--- config.mk ---
export PLATFORM = sky130hd
export DESIGN_NAME = burst_addr_gen
export DESIGN_NICKNAME = d
export VERILOG_FILES = /design/src/rtl/burst_addr_pkg.sv /design/src/rtl/burst_rst_sync.sv /design/src/rtl/burst_op_decode.sv /design/src/rtl/burst_repeat_store.sv /design/src/rtl/burst_addr_counter.sv /design/src/rtl/burst_addr_gen.sv
export SDC_FILE = /design/constraint.sdc
export NUM_CORES = 1
export LEC_CHECK = 0
export BUFFER_PORTS_ARGS = -buffer_cell sky130_fd_sc_hd__clkbuf_2
export CORE_UTILIZATION = 60
export CTS_BUF_LIST = sky130_fd_sc_hd__clkbuf_2 sky130_fd_sc_hd__clkbuf_4 sky130_fd_sc_hd__clkbuf_8
export CTS_CLUSTER_DIAMETER = 150
export DETAILED_ROUTE_END_ITERATION = 10
export GPL_TIMING_DRIVEN = 0
export PLACE_DENSITY_LB_ADDON = 0.2
export SLEW_MARGIN = 20
export SYNTH_ARGS = -nofsm -noshare
export SYNTH_HDL_FRONTEND = slang
export SYNTH_SLANG_ARGS = --single-unit
--- constraint.sdc ---
create_clock -name clk_i -period 1.55 [get_ports clk_i]
set_input_delay 0.0775 -clock clk_i [delete_from_list [all_inputs] [get_ports clk_i]]
set_output_delay 0.0775 -clock clk_i [all_outputs]
set_load 0.01 [all_outputs]
--- src/rtl/burst_addr_pkg.sv ---
package burst_addr_pkg;
  typedef enum logic [1:0] {
    OP_HOLD   = 2'd0,
    OP_COUNT  = 2'd1,
    OP_LOAD   = 2'd2,
    OP_RECALL = 2'd3
  } burst_op_e;
endpackage

--- src/rtl/burst_rst_sync.sv ---
module burst_rst_sync #(
  parameter int STAGES = 2
) (
  input  logic clk_i,
  input  logic rst_ni,
  output logic rst_sync_no
);
  logic [STAGES-1:0] sync_q;
  logic [STAGES-1:0] sync_d;

  always_comb begin
    sync_d = {sync_q[STAGES-2:0], 1'b1};
  end

  always_ff @(posedge clk_i or negedge rst_ni) begin
    if (!rst_ni) begin
      sync_q <= '0;
    end else begin
      sync_q <= sync_d;
    end
  end

  assign rst_sync_no = sync_q[STAGES-1];
endmodule

--- src/rtl/burst_op_decode.sv ---
module burst_op_decode
  import burst_addr_pkg::*;
(
  input  logic      load_ni,
  input  logic      cnt_en_ni,
  input  logic      rpt_ni,
  output burst_op_e op_o
);
  // Priority: recall, then load, then count, then hold
  always_comb begin
    if (!rpt_ni) begin
      op_o = OP_RECALL;
    end else if (!load_ni) begin
      op_o = OP_LOAD;
    end else if (!cnt_en_ni) begin
      op_o = OP_COUNT;
    end else begin
      op_o = OP_HOLD;
    end
  end
endmodule

--- src/rtl/burst_repeat_store.sv ---
module burst_repeat_store #(
  parameter int ADDR_W = 19
) (
  input  logic              clk_i,
  input  logic              rst_ni,
  input  logic              capture_i,
  input  logic [ADDR_W-1:0] addr_i,
  output logic [ADDR_W-1:0] rpt_addr_o,
  output logic              rpt_valid_o
);
  logic [ADDR_W-1:0] rpt_addr_q;
  logic              rpt_valid_q;
  logic              rpt_valid_d;

  always_comb begin
    rpt_valid_d = rpt_valid_q | capture_i;
  end

  // Data register without reset, written only when a load is captured
  always_ff @(posedge clk_i) begin
    if (capture_i) begin
      rpt_addr_q <= addr_i;
    end
  end

  always_ff @(posedge clk_i or negedge rst_ni) begin
    if (!rst_ni) begin
      rpt_valid_q <= 1'b0;
    end else begin
      rpt_valid_q <= rpt_valid_d;
    end
  end

  assign rpt_addr_o  = rpt_addr_q;
  assign rpt_valid_o = rpt_valid_q;
endmodule

--- src/rtl/burst_addr_counter.sv ---
module burst_addr_counter
  import burst_addr_pkg::*;
#(
  parameter int ADDR_W = 19
) (
  input  logic              clk_i,
  input  logic              rst_ni,
  input  burst_op_e         op_i,
  input  logic [ADDR_W-1:0] ext_addr_i,
  input  logic [ADDR_W-1:0] rpt_addr_i,
  output logic [ADDR_W-1:0] addr_o
);
  localparam logic [ADDR_W-1:0] ONE = ADDR_W'(1);

  logic [ADDR_W-1:0] addr_q;
  logic [ADDR_W-1:0] addr_d;
  logic              addr_en;

  always_comb begin
    addr_en = 1'b1;
    addr_d  = addr_q;
    unique case (op_i)
      OP_RECALL: addr_d = rpt_addr_i;
      OP_LOAD:   addr_d = ext_addr_i;
      OP_COUNT:  addr_d = addr_q + ONE;
      default:   addr_en = 1'b0;
    endcase
  end

  always_ff @(posedge clk_i or negedge rst_ni) begin
    if (!rst_ni) begin
      addr_q <= '0;
    end else if (addr_en) begin
      addr_q <= addr_d;
    end
  end

  assign addr_o = addr_q;
endmodule

--- src/rtl/burst_addr_gen.sv ---
module burst_addr_gen
  import burst_addr_pkg::*;
#(
  parameter int ADDR_W      = 19,
  parameter int SYNC_STAGES = 2
) (
  input  logic              clk_i,
  input  logic              rst_ni,
  input  logic [ADDR_W-1:0] ext_addr_i,
  input  logic              load_ni,
  input  logic              cnt_en_ni,
  input  logic              rpt_ni,
  output logic [ADDR_W-1:0] addr_o,
  output logic              rpt_valid_o
);
  logic              rst_sync_n;
  burst_op_e         op;
  logic              capture;
  logic [ADDR_W-1:0] rpt_addr;

  burst_rst_sync #(.STAGES(SYNC_STAGES)) u_rst_sync (
    .clk_i      (clk_i),
    .rst_ni     (rst_ni),
    .rst_sync_no(rst_sync_n)
  );

  burst_op_decode u_decode (
    .load_ni  (load_ni),
    .cnt_en_ni(cnt_en_ni),
    .rpt_ni   (rpt_ni),
    .op_o     (op)
  );

  assign capture = (op == OP_LOAD);

  burst_repeat_store #(.ADDR_W(ADDR_W)) u_store (
    .clk_i      (clk_i),
    .rst_ni     (rst_sync_n),
    .capture_i  (capture),
    .addr_i     (ext_addr_i),
    .rpt_addr_o (rpt_addr),
    .rpt_valid_o(rpt_valid_o)
  );

  burst_addr_counter #(.ADDR_W(ADDR_W)) u_counter (
    .clk_i     (clk_i),
    .rst_ni    (rst_sync_n),
    .op_i      (op),
    .ext_addr_i(ext_addr_i),
    .rpt_addr_i(rpt_addr),
    .addr_o    (addr_o)
  );
endmodule

# Word level (Yosys, flattened, before mapping)
# Index checks and enable logic that the tools add are counted.
# classes
n_mux	5
addsub	1
bitwise	1
reduce_logical	3
n_eq_ne	3
# ops
operator	count
$pmux 19 s3	1
$add 19x1->19 const B	1
$eq 2x2->1 const B	2
$mux 2	2
$reduce_bool 3->1	1
$reduce_or 3->1	1
$eq 2x1->1 const B	1
$mux 1	2
$reduce_and 2->1	1
$or 1x1->1	1
# totals
inputBits	24
out_inout_bits	20
wordCells	17
reg_bits	41

# Depth between registers and ports, before layout
# Gate-level depths: netlist (run 1).
# logic_depth
ltp_word	7
mapped_depth	6
ltp_nobuf	5

# Cells and area by module
# A second synthesis (run 1) with hierarchy kept.
# hier_totals
hier_cells	241
hier_area_um2	2363.5
# by_module_without_submodules
module	cells_each	area_per_inst_um2	seq_area_each_um2	instances
burst_addr_counter	213	1677.9	475.5	1
burst_repeat_store	21	601.8	595.6	1
burst_rst_sync	3	53.8	50.0	1
burst_op_decode	3	16.3	0.0	1
burst_addr_gen	1	13.8	0.0	1

# Least setup slack after synthesis (run 1)
# No wires, ideal clock.
# synth_path
kind	register to register
start	register u_counter.addr_q[8] (netlist: u_counter.addr_o[8])
end	register u_counter.addr_q[18] (netlist: u_counter.addr_o[18])
stages_incl_launch_ff	5
t_arrival_ns	1.669
n_path_buf	0
setup_slack_ns	-0.205
period_less_slack_ns	1.755
cell_sequence	dfrtp_1 > nand4_1 > or4_4 > or3_1 > a32oi_1
# synth_between
elab_chain_cells	2
# synth_rtl
item	line_no	source
start, declared	burst_addr_counter.sv:15	logic [ADDR_W-1:0] addr_q;
start signal, assigned	burst_addr_counter.sv:34	addr_q <= addr_d;
$add 19x1->19	burst_addr_counter.sv:25	OP_COUNT: addr_d = addr_q + ONE;
$pmux 19 s3	burst_addr_counter.sv:22	unique case (op_i)
# Every way passes these cells.
# A chain may end at the register's enable or synchronous reset.

# Final worst setup path (run 1)
# layout_path
start	register u_counter.addr_q[1] (netlist: u_counter.addr_o[1])
end	register u_counter.addr_q[12] (netlist: u_counter.addr_o[12])
# Same word-level chain as after synthesis.

==> run summary, run 1 <==
Reg2Reg Depth: 7
Crit share post-route: 120%
Yosys top cell area share: 27.0%
Post-DR vias/cell: 7.17
Initial antenna violation count: 1
Layout net count: 335
Total CTS buffers: 5
Critical Path AT: 2140 ps
Syn nets: 228
Instance area after placement: 2410 sq um
Die Y-Extent: 61.4 um
DRT iter0 DRCs: 440
Max-slew violations: 0
Most common cell after layout, fill and taps aside: clkbuf_2
Post-Route WL: 8900 um
Worst Setup Start Kind: register
Pleak: 1.35 nW
CORE AREA: 3360 sq um
Initial core utilization: 62.9%
Critical path type: register to register
Cell family with most CP delay: simple AND/OR/NAND/NOR gates
CP required: 1840 ps
DR vias: 2,567
DRC: 0
Die W: 61.4 um
Port buffer count: 43
CP bufs+invs: 2
Vias in the first global route: 2,285
GRT overflow: 0
Proportion of layout cells with a drive suffix above 1: 45.7%
Max stage delay on crit path: 500 ps
Setup WS post-layout: -303 ps
Asr flop ratio synth: 53.7%
Max frequency: 540 MHz
Cells after Synth: 203
Final hold vios: 0
Wirelength per Cell: 24.8 um
Power Dens Cells: 870 nW/um^2
Max-slew headroom: 32.6%
Largest cells by area after synthesis: edfxtp_1 (27%), dfrtp_1 (26%), a21oi_1 (5.0%), mux2i_1 (4.3%), o21ai_0 (3.1%)
MaxCap Viol Count: 0
CP max FO: 5
Count of state elements after synthesis: 41
Synth Warn #: 0
Netlist Area Pre-Place: 2110 sq um
Dpl hpwl: 3450 um
Die outline area: 3770 sq um
Worst path slowest cell: or4_4
CTS Sinks: 41
Largest net degree at the start of global routing: 29
GPL Wtd Cong: 0.889
Clk_skew: 15.8 ps
Sequential share of the synthesized area: 53.0%
Area growth syn-to-layout: 50.6%
Violated checks: setup timing
Reg clk slew, reported paths: 130 ps
R2r setup slk: -300 ps
Commonest non-fill, non-tap cells in the layout: clkbuf_2 (45), buf_4 (30), dlygate4sd3_1 (20), edfxtp_1 (19), a21oi_1 (16)
Slew @ Worst Pin: 1010 ps
Max IR drop VDD: 1.01 mV
Hold Path Class: primary input to async pin
Gr usage total: 38.9%
Crit Reg-Reg Startpoint: u_counter.addr_o[1]
Avg Inst Size Synth: 10.4 sq um
Clk Latency, worst-skew pair: 370 ps
Cell taking the most area after synthesis: edfxtp_1
Count of flip-flops with a built-in enable after synthesis: 19
Post-route ant nets: 0
Post-synth cell types: 45
H-Tree Depth: 2
CTS tree: yes
CTS Root Cell: clkbuf_4
Critical R2R Capture: u_counter.addr_o[12]
Critical Path, Cell by Cell: ha_4 -> nand2_2 -> or4_4 -> buf_4 -> buf_6 -> a21oi_2 -> a2bb2oi_2
CP Depth: 7
Unrepaired setup endpoints after global routing: true
First-pass GRT wire length: 10,300 um
Clk buf depth: 2
Final Setup Violations: 14
Number of I/O pins: 44
Final Critical Period: 1850 ps
Final instance area: 3180 sq um
Pre-CTS setup slack: -378 ps
Status: finished with violations
Util after Layout: 94.7%
CP Capture Type: register
Number of iterations in the first detailed-routing pass: 6
Top FF cell, synth: dfrtp_1
Row count: 21
[per-stage QoR]
stage	cells	setup TNS, ps	power (mW)	hold WS (ps)
4_1_cts	346	-580	2.54	23.0
3_3_place_gp	292	-2740	1.84	-134
5_1_grt	358	-3380	2.84	73.7
6_report	358	-2410	2.77	59.3
2_1_floorplan	203	-462	1.67	-218
3_5_place_dp	292	-3040	1.86	-135
[logic make-up after synthesis]
family / Yosys count / share of synthesized area (%)
buffers and inverters: 17 / 3.14
other: 1 / 0.177
xor gates and xnor gates: 3 / 1.24
and+or+nand+nor: 63 / 16.5
DFF: 41 / 53.0
adders and majority gates: 1 / 0.592
AOI/OAI and AO/OA: 68 / 21.1
muxes: 9 / 4.26
[worst max path at each step]
stage / start / to
after global routing: u_counter.addr_o[0] / u_counter.addr_o[17]
after CTS: u_counter.addr_o[0] / u_counter.addr_o[18]
after floorplan: u_counter.addr_o[11] / u_counter.addr_o[18]
after global placement: cnt_en_ni / u_counter.addr_o[14]
after detailed placement: u_counter.addr_o[1] / u_counter.addr_o[16]
final: u_counter.addr_o[1] / u_counter.addr_o[12]
[area by class of cell]
class                   count  area [sq um]
multi-input cells         145          1140
flip-flops and latches     41          1130
repair buffers            100           719
fillers                    96           179
well taps                  46          57.6
clock buffers               6          45.0
plain buffers               8          41.3
inverters                   9          33.8
clock inverters             2          10.0
diodes                      1          2.50
[worst reg2reg max path: cells and delay by family, from the launching register on]
family | cells | cell delay (ps)
buf+inv | 2 | 290
simple gates | 2 | 560
compound gates | 2 | 290
fa+ha+maj | 1 | 190
flops | 1 | 440
[power by group]
group	switching (mW)	total [mW]	internal, mW	leakage (nW)
clock network	0.369	0.560	0.191	0.0354
registers	0.122	1.38	1.26	0.432
logic	0.467	0.835	0.368	0.880
[per-layer routing]
metal / share of wire, % / GRT usage [%] / wire length [um] / vias to the layer above
li1: - / - / - / 1002
met1: 34 / 46.6 / 3060 / 1194
met2: 44 / 61.2 / 3900 / 269
met3: 13 / 9.66 / 1160 / 102
met4: 8.7 / 27.9 / 775 / 0
met5: 0 / 0 / 0 / -
[sequential cells by signal (all words and copies together) (netlist names)]
signal and count:
u_counter.addr_o 19, u_rst_sync.sync_q 2, u_store.rpt_addr_o 19, u_store.rpt_valid_o 1
[synth_stat cells (2+ instances only)]
library cell	number
a211oi_1	3
a21o_1	2
a21oi_1	21
a221oi_1	2
a22o_1	4
a22oi_1	4
a2bb2oi_1	3
a31oi_1	2
buf_2	2
clkbuf_1	5
dfrtp_1	22
edfxtp_1	19
inv_1	9
mux2i_1	9
nand2_1	11
nand3_1	5
nand4_1	4
nor2_1	17
nor2b_1	2
nor3b_1	2
nor4_1	7
o21a_1	6
o21ai_0	13
o22a_1	3
or2_2	2
or3_1	2
or4_2	3
xnor2_1	2
[timing repair]
item	CTS	global route
pin swaps	8	13
setup buffers	26	11
endpoints found under the setup margin	10	14
hold endpoints to repair	21	0
gates resized for setup	21	36
hold buffers	20	0
Power figures use the tool's default switching activity.
==> inputs of run 2 (changes only) <==
- TNS_END_PERCENT: unset -> 30
==> run summary, run 2 (synthesis results as in run 1) <==
CP required: 1820 ps (was 1840 ps)
Status: finished with violations (unchanged)
Final Critical Period: 1830 ps (was 1850 ps)
CORE AREA: 3360 sq um (unchanged)
Initial core utilization: 62.9% (unchanged)
CP Capture Type: register (unchanged)
Proportion of layout cells with a drive suffix above 1: 38.9% (was 45.7%)
Layout filler cell count: 149 (was 96)
Number of I/O pins: 44 (unchanged)
CTS tree: yes (unchanged)
Row count: 21 (unchanged)
Total CTS buffers: 5 (unchanged)
Max-slew headroom: 37.4% (was 32.6%)
Max-slew violations: 0 (unchanged)
Clk_skew: 22.1 ps (was 15.8 ps)
Slew @ Worst Pin: 940 ps (was 1010 ps)
Final Setup Violations: 13 (was 14)
Die outline area: 3770 sq um (unchanged)
Vias in the first global route: 2,082 (was 2,285)
DR vias: 2,382 (was 2,567)
Wirelength per Cell: 22.6 um (was 24.8 um)
Largest net degree at the start of global routing: 29 (unchanged)
GRT overflow: 0 (unchanged)
Violated checks: setup timing (unchanged)
Die W: 61.4 um (unchanged)
Hold Path Class: primary input to register (was primary input to async pin)
Die Y-Extent: 61.4 um (unchanged)
Number of iterations in the first detailed-routing pass: 8 (was 6)
Commonest non-fill, non-tap cells in the layout: clkbuf_2 (45), buf_4 (30), dlygate4sd3_1 (21), edfxtp_1 (19), a21oi_1 (16) (was clkbuf_2 (45), buf_4 (30), dlygate4sd3_1 (20), edfxtp_1 (19), a21oi_1 (16))
Gr usage total: 35.5% (was 38.9%)
Final hold vios: 0 (unchanged)
DRC: 0 (unchanged)
CTS Root Cell: clkbuf_4 (unchanged)
Unrepaired setup endpoints after global routing: true (unchanged)
Post-Route WL: 7960 um (was 8900 um)
Worst Setup Start Kind: register (unchanged)
MaxCap Viol Count: 0 (unchanged)
Footprint of the multi-input gates: 1020 sq um (was 1140 sq um)
Port buffer count: 43 (unchanged)
GPL Wtd Cong: 0.900 (was 0.889)
Pleak: 1.27 nW (was 1.35 nW)
Pre-CTS setup slack: -359 ps (was -378 ps)
Power Dens Cells: 957 nW/um^2 (was 870 nW/um^2)
Initial antenna violation count: 1 (unchanged)
Reg clk slew, reported paths: 150 ps (was 130 ps)
Non-Filler Instances: 352 (was 358)
Max IR drop VDD: 0.688 mV (was 1.01 mV)
Layout net count: 330 (was 335)
ANT cells: 0 (was 1)
Post-route ant nets: 0 (unchanged)
Post-Place Cells: 292 (unchanged)
Setup WS post-layout: -281 ps (was -303 ps)
DRT iter0 DRCs: 364 (was 440)
CP max FO: 5 (unchanged)
Most common cell after layout, fill and taps aside: clkbuf_2 (unchanged)
FF+latch area: 1130 sq um (about the same)
Critical path type: register to register (unchanged)
Clk buf depth: 2 (unchanged)
CTS Sinks: 41 (unchanged)
Crit share post-route: 118% (was 120%)
Post-DR vias/cell: 6.77 (was 7.17)
Clk Latency, worst-skew pair: 400 ps (was 370 ps)
H-Tree Depth: 2 (unchanged)
Max frequency: 546 MHz (was 540 MHz)
Area growth syn-to-layout: 43.1% (was 50.6%)
First-pass GRT wire length: 9450 um (was 10,300 um)
Critical Path AT: 2100 ps (was 2140 ps)
Dpl hpwl: 3530 um (was 3450 um)
## run 2: worst max-delay path: stages, from the launching register on
cell and delay (ps):
dfrtp_2 420, buf_4 150, nand3_1 230, nor4_2 370, nor3_1 110, a2111oi_1 410
## run 2: what timing repair did
item / 4_1_cts / 5_1_grt
pin swaps: 8 / 14
hold buffers: 21 / 0
cloned: 0 / 0
endpoints found under the hold margin: 21 / 0
setup endpoints to repair: 13 / 15
buffers inserted: 11 / 20
resized for setup: 10 / 23
## run 2: report_power, final
part	switching [mW]	total, mW	internal, mW
logic	0.416	0.769	0.352
registers	0.112	1.37	1.26
clock network	0.418	0.759	0.341
## run 2: cell type report
cell class | count | area share, %
timing repair buffer | 95 | 21.9
clock inverter | 3 | 1.53
sequential | 41 | 37.4
inverter | 9 | 1.12
clock buffer | 5 | 1.24
buffer | 8 | 1.36
multi-input combinational | 145 | 33.6
tap | 46 | 1.90
## run 2: final timing paths
check,slack [ps],end,from,cells after the start
max,-280,u_counter.addr_o[16],u_counter.addr_o[6],5
max reg2reg,-280,u_counter.addr_o[16],u_counter.addr_o[6],5
min reg2reg,400,u_counter.addr_o[8],u_rst_sync.sync_q[1],0
min in group asynchronous,400,u_counter.addr_o[8],u_rst_sync.sync_q[1],0
min,190,u_counter.addr_o[16],rpt_ni,4
max in group asynchronous,490,u_counter.addr_o[13],u_rst_sync.sync_q[1],0
## run 2: metrics by stage
step	setup TNS [ps]	utilization [%]	hold slack, ps	instance area (sq um)	power, mW
2_1_floorplan	-667	-	-218	2120	1.66
3_3_place_gp	-11170	71.2	-137	2390	1.84
3_5_place_dp	-3340	71.2	-133	2400	1.85
4_1_cts	-1210	83.6	144	2810	2.67
5_1_grt	-3080	90.0	216	3030	2.98
6_report	-2260	90.0	194	3030	2.89
## run 2: routing by layer
layer	global-route usage [%]	up-vias	share of wire (%)
li1	-	981	-
met1	42.7	1124	35
met2	58.7	209	49
met3	10.5	68	10
met4	17.5	0	5.9
met5	0	-	0
==> inputs of run 3 (changes only) <==
- CORE_ASPECT_RATIO: unset -> 1.2
==> run summary, run 3 (synthesis results as in run 1) <==
Status: finished with violations (unchanged)
Violated checks: setup timing (unchanged)
Max frequency: 589 MHz (was 546 MHz)
Setup WS post-layout: -148 ps (was -281 ps)
First-pass GRT wire length: 9670 um (was 9450 um)
Crit share post-route: 110% (was 118%)
Pwr Total: 3.06 mW (was 2.89 mW)
Final instance area: 2990 sq um (was 3030 sq um)
Critical path type: register to register (unchanged)
Total CTS buffers: 5 (unchanged)
Final Critical Period: 1700 ps (was 1830 ps)
Slew @ Worst Pin: 880 ps (was 940 ps)
Post-route ant nets: 0 (unchanged)
ANT cells: 0 (unchanged)
Layout filler cell count: 148 (was 149)
Initial antenna violation count: 0 (was 1)
Initial core utilization: 63.3% (was 62.9%)
Hold Path Class: primary input to async pin (was primary input to register)
Dpl hpwl: 3500 um (was 3530 um)
Post-Route WL: 6340 um (was 7960 um)
Non-Filler Instances: 334 (was 352)
Instance area after placement: 2380 sq um (was 2400 sq um)
Pleak: 1.26 nW (was 1.27 nW)
Post-Place Cells: 283 (was 292)
Max-slew violations: 0 (unchanged)
DRT iter0 DRCs: 173 (was 364)
Die Y-Extent: 67.0 um (was 61.4 um)
Final hold vios: 0 (unchanged)
CTS tree: yes (unchanged)
Reg clk slew, reported paths: 80 ps (was 150 ps)
Wirelength per Cell: 19.0 um (was 22.6 um)
Number of I/O pins: 44 (unchanged)
Commonest non-fill, non-tap cells in the layout: clkbuf_2 (44), buf_4 (22), dlygate4sd3_1 (20), edfxtp_1 (19), a21oi_1 (18) (was clkbuf_2 (45), buf_4 (30), dlygate4sd3_1 (21), edfxtp_1 (19), a21oi_1 (16))
Worst path slowest cell: or4_4 (was dfrtp_2)
Clk buf depth: 2 (unchanged)
Clk_skew: 7.59 ps (was 22.1 ps)
Post-DR vias/cell: 6.40 (was 6.77)
Most common cell after layout, fill and taps aside: clkbuf_2 (unchanged)
Max IR drop VDD: 1.24 mV (was 0.688 mV)
Footprint of the multi-input gates: 1010 sq um (was 1020 sq um)
DR vias: 2,136 (was 2,382)
MaxCap Viol Count: 0 (unchanged)
Max stage delay on crit path: 580 ps (was 420 ps)
Layout net count: 321 (was 330)
Area growth syn-to-layout: 41.4% (was 43.1%)
Critical Path AT: 1910 ps (was 2100 ps)
CP Capture Type: register (unchanged)
CORE AREA: 3340 sq um (was 3360 sq um)
Largest net degree at the start of global routing: 29 (unchanged)
CTS Sinks: 41 (unchanged)
H-Tree Depth: 2 (unchanged)
Die outline area: 3770 sq um (about the same)
Gr usage total: 34.2% (was 35.5%)
GRT overflow: 0 (unchanged)
Clk Latency, worst-skew pair: 300 ps (was 400 ps)
Unrepaired setup endpoints after global routing: true (unchanged)
Critical Path, Cell by Cell: inv_2 -> or4_4 -> or3_1 -> a32oi_1 (was buf_4 -> nand3_1 -> nor4_2 -> nor3_1 -> a2111oi_1)
Max-slew headroom: 41.3% (was 37.4%)
CTS Root Cell: clkbuf_8 (was clkbuf_4)
Die W: 56.2 um (was 61.4 um)
Worst Setup Start Kind: register (unchanged)
Final Setup Violations: 7 (was 13)
DRC: 0 (unchanged)
FF+latch area: 1130 sq um (about the same)
Row count: 23 (was 21)
Proportion of layout cells with a drive suffix above 1: 36.7% (was 38.9%)
Vias in the first global route: 2,070 (was 2,082)
Power Dens Cells: 1020 nW/um^2 (was 957 nW/um^2)
CP required: 1770 ps (was 1820 ps)
Number of iterations in the first detailed-routing pass: 5 (was 8)
Port buffer count: 43 (unchanged)
GPL Wtd Cong: 0.910 (was 0.900)
CP max FO: 6 (was 5)
Hold Worst Slack: 97.1 ps (was 194 ps)
[run 3: cell types whose count changed in the layout (fill, tap and decap cells not counted), moves of 2 or more]
cell and change:
a21oi_2 -2, a21oi_1 +2, o21ai_0 +2, buf_4 -8, clkbuf_8 +5, clkbuf_4 -5, o21ai_2 -2
[run 3: area by class of cell]
class                      instances  area share, %
buffer                             8           1.26
clock buffer                       5           2.30
clock inverter                     3           2.18
inverter                           9           1.13
multi-input combinational        145           33.9
sequential                        41           37.8
tap                               37           1.55
timing repair buffer              86           19.9
[run 3: critical path: cells and delay by family, from the launching register on]
| family | cells | cell delay (ps) |
|---|---|---|
| AND/OR/NAND/NOR | 2 | 900 |
| flip-flops | 1 | 440 |
| AO/OA/AOI/OAI | 1 | 170 |
| buffers and inverters | 1 | 110 |
[run 3: per-layer routing]
metal / vias to the layer above / part of all wire (%) / track usage, %
li1: 967 / - / -
met1: 996 / 38 / 40.8
met2: 140 / 50 / 59.5
met3: 33 / 7.7 / 5.63
met4: 0 / 4.2 / 18.3
met5: - / 0 / 0
[run 3: path summary, 6_finish.rpt]
kind,from,end,slack (ps),cells after the start
worst max-delay path,u_counter.addr_o[7],u_counter.addr_o[18],-150,4
worst min-delay path,rst_ni,u_rst_sync.sync_q[0],100,2
worst max register to register,u_counter.addr_o[7],u_counter.addr_o[18],-150,4
worst min register to register,u_rst_sync.sync_q[1],u_counter.addr_o[10],370,0
max in group asynchronous,u_rst_sync.sync_q[1],u_counter.addr_o[12],570,0
min in group clk_i,rpt_ni,u_counter.addr_o[16],310,4
[run 3: power breakdown]
group / total, mW / switching [mW] / internal [mW]
combinational: 0.699 / 0.379 / 0.320
sequential: 1.34 / 0.0897 / 1.25
clock: 1.02 / 0.380 / 0.640
total: 3.06 / 0.848 / 2.21
[run 3: timing repair]
item,in CTS,in global routing
buffers inserted,20,3
gates cloned,0,0
setup endpoints to repair,12,11
endpoints found under the hold margin,21,0
hold buffers,20,0
pin swaps,9,10
resized for setup,17,12
[run 3: stage by stage]
step                utilization, %  setup WS [ps]  TNS (ps)
global route                  89.6           -220     -1220
CTS                           87.5           -137      -688
global placement              71.4           -590    -11330
finish                        89.6           -148      -749
floorplan                        -           -167      -667
detailed placement            71.4           -357     -3300
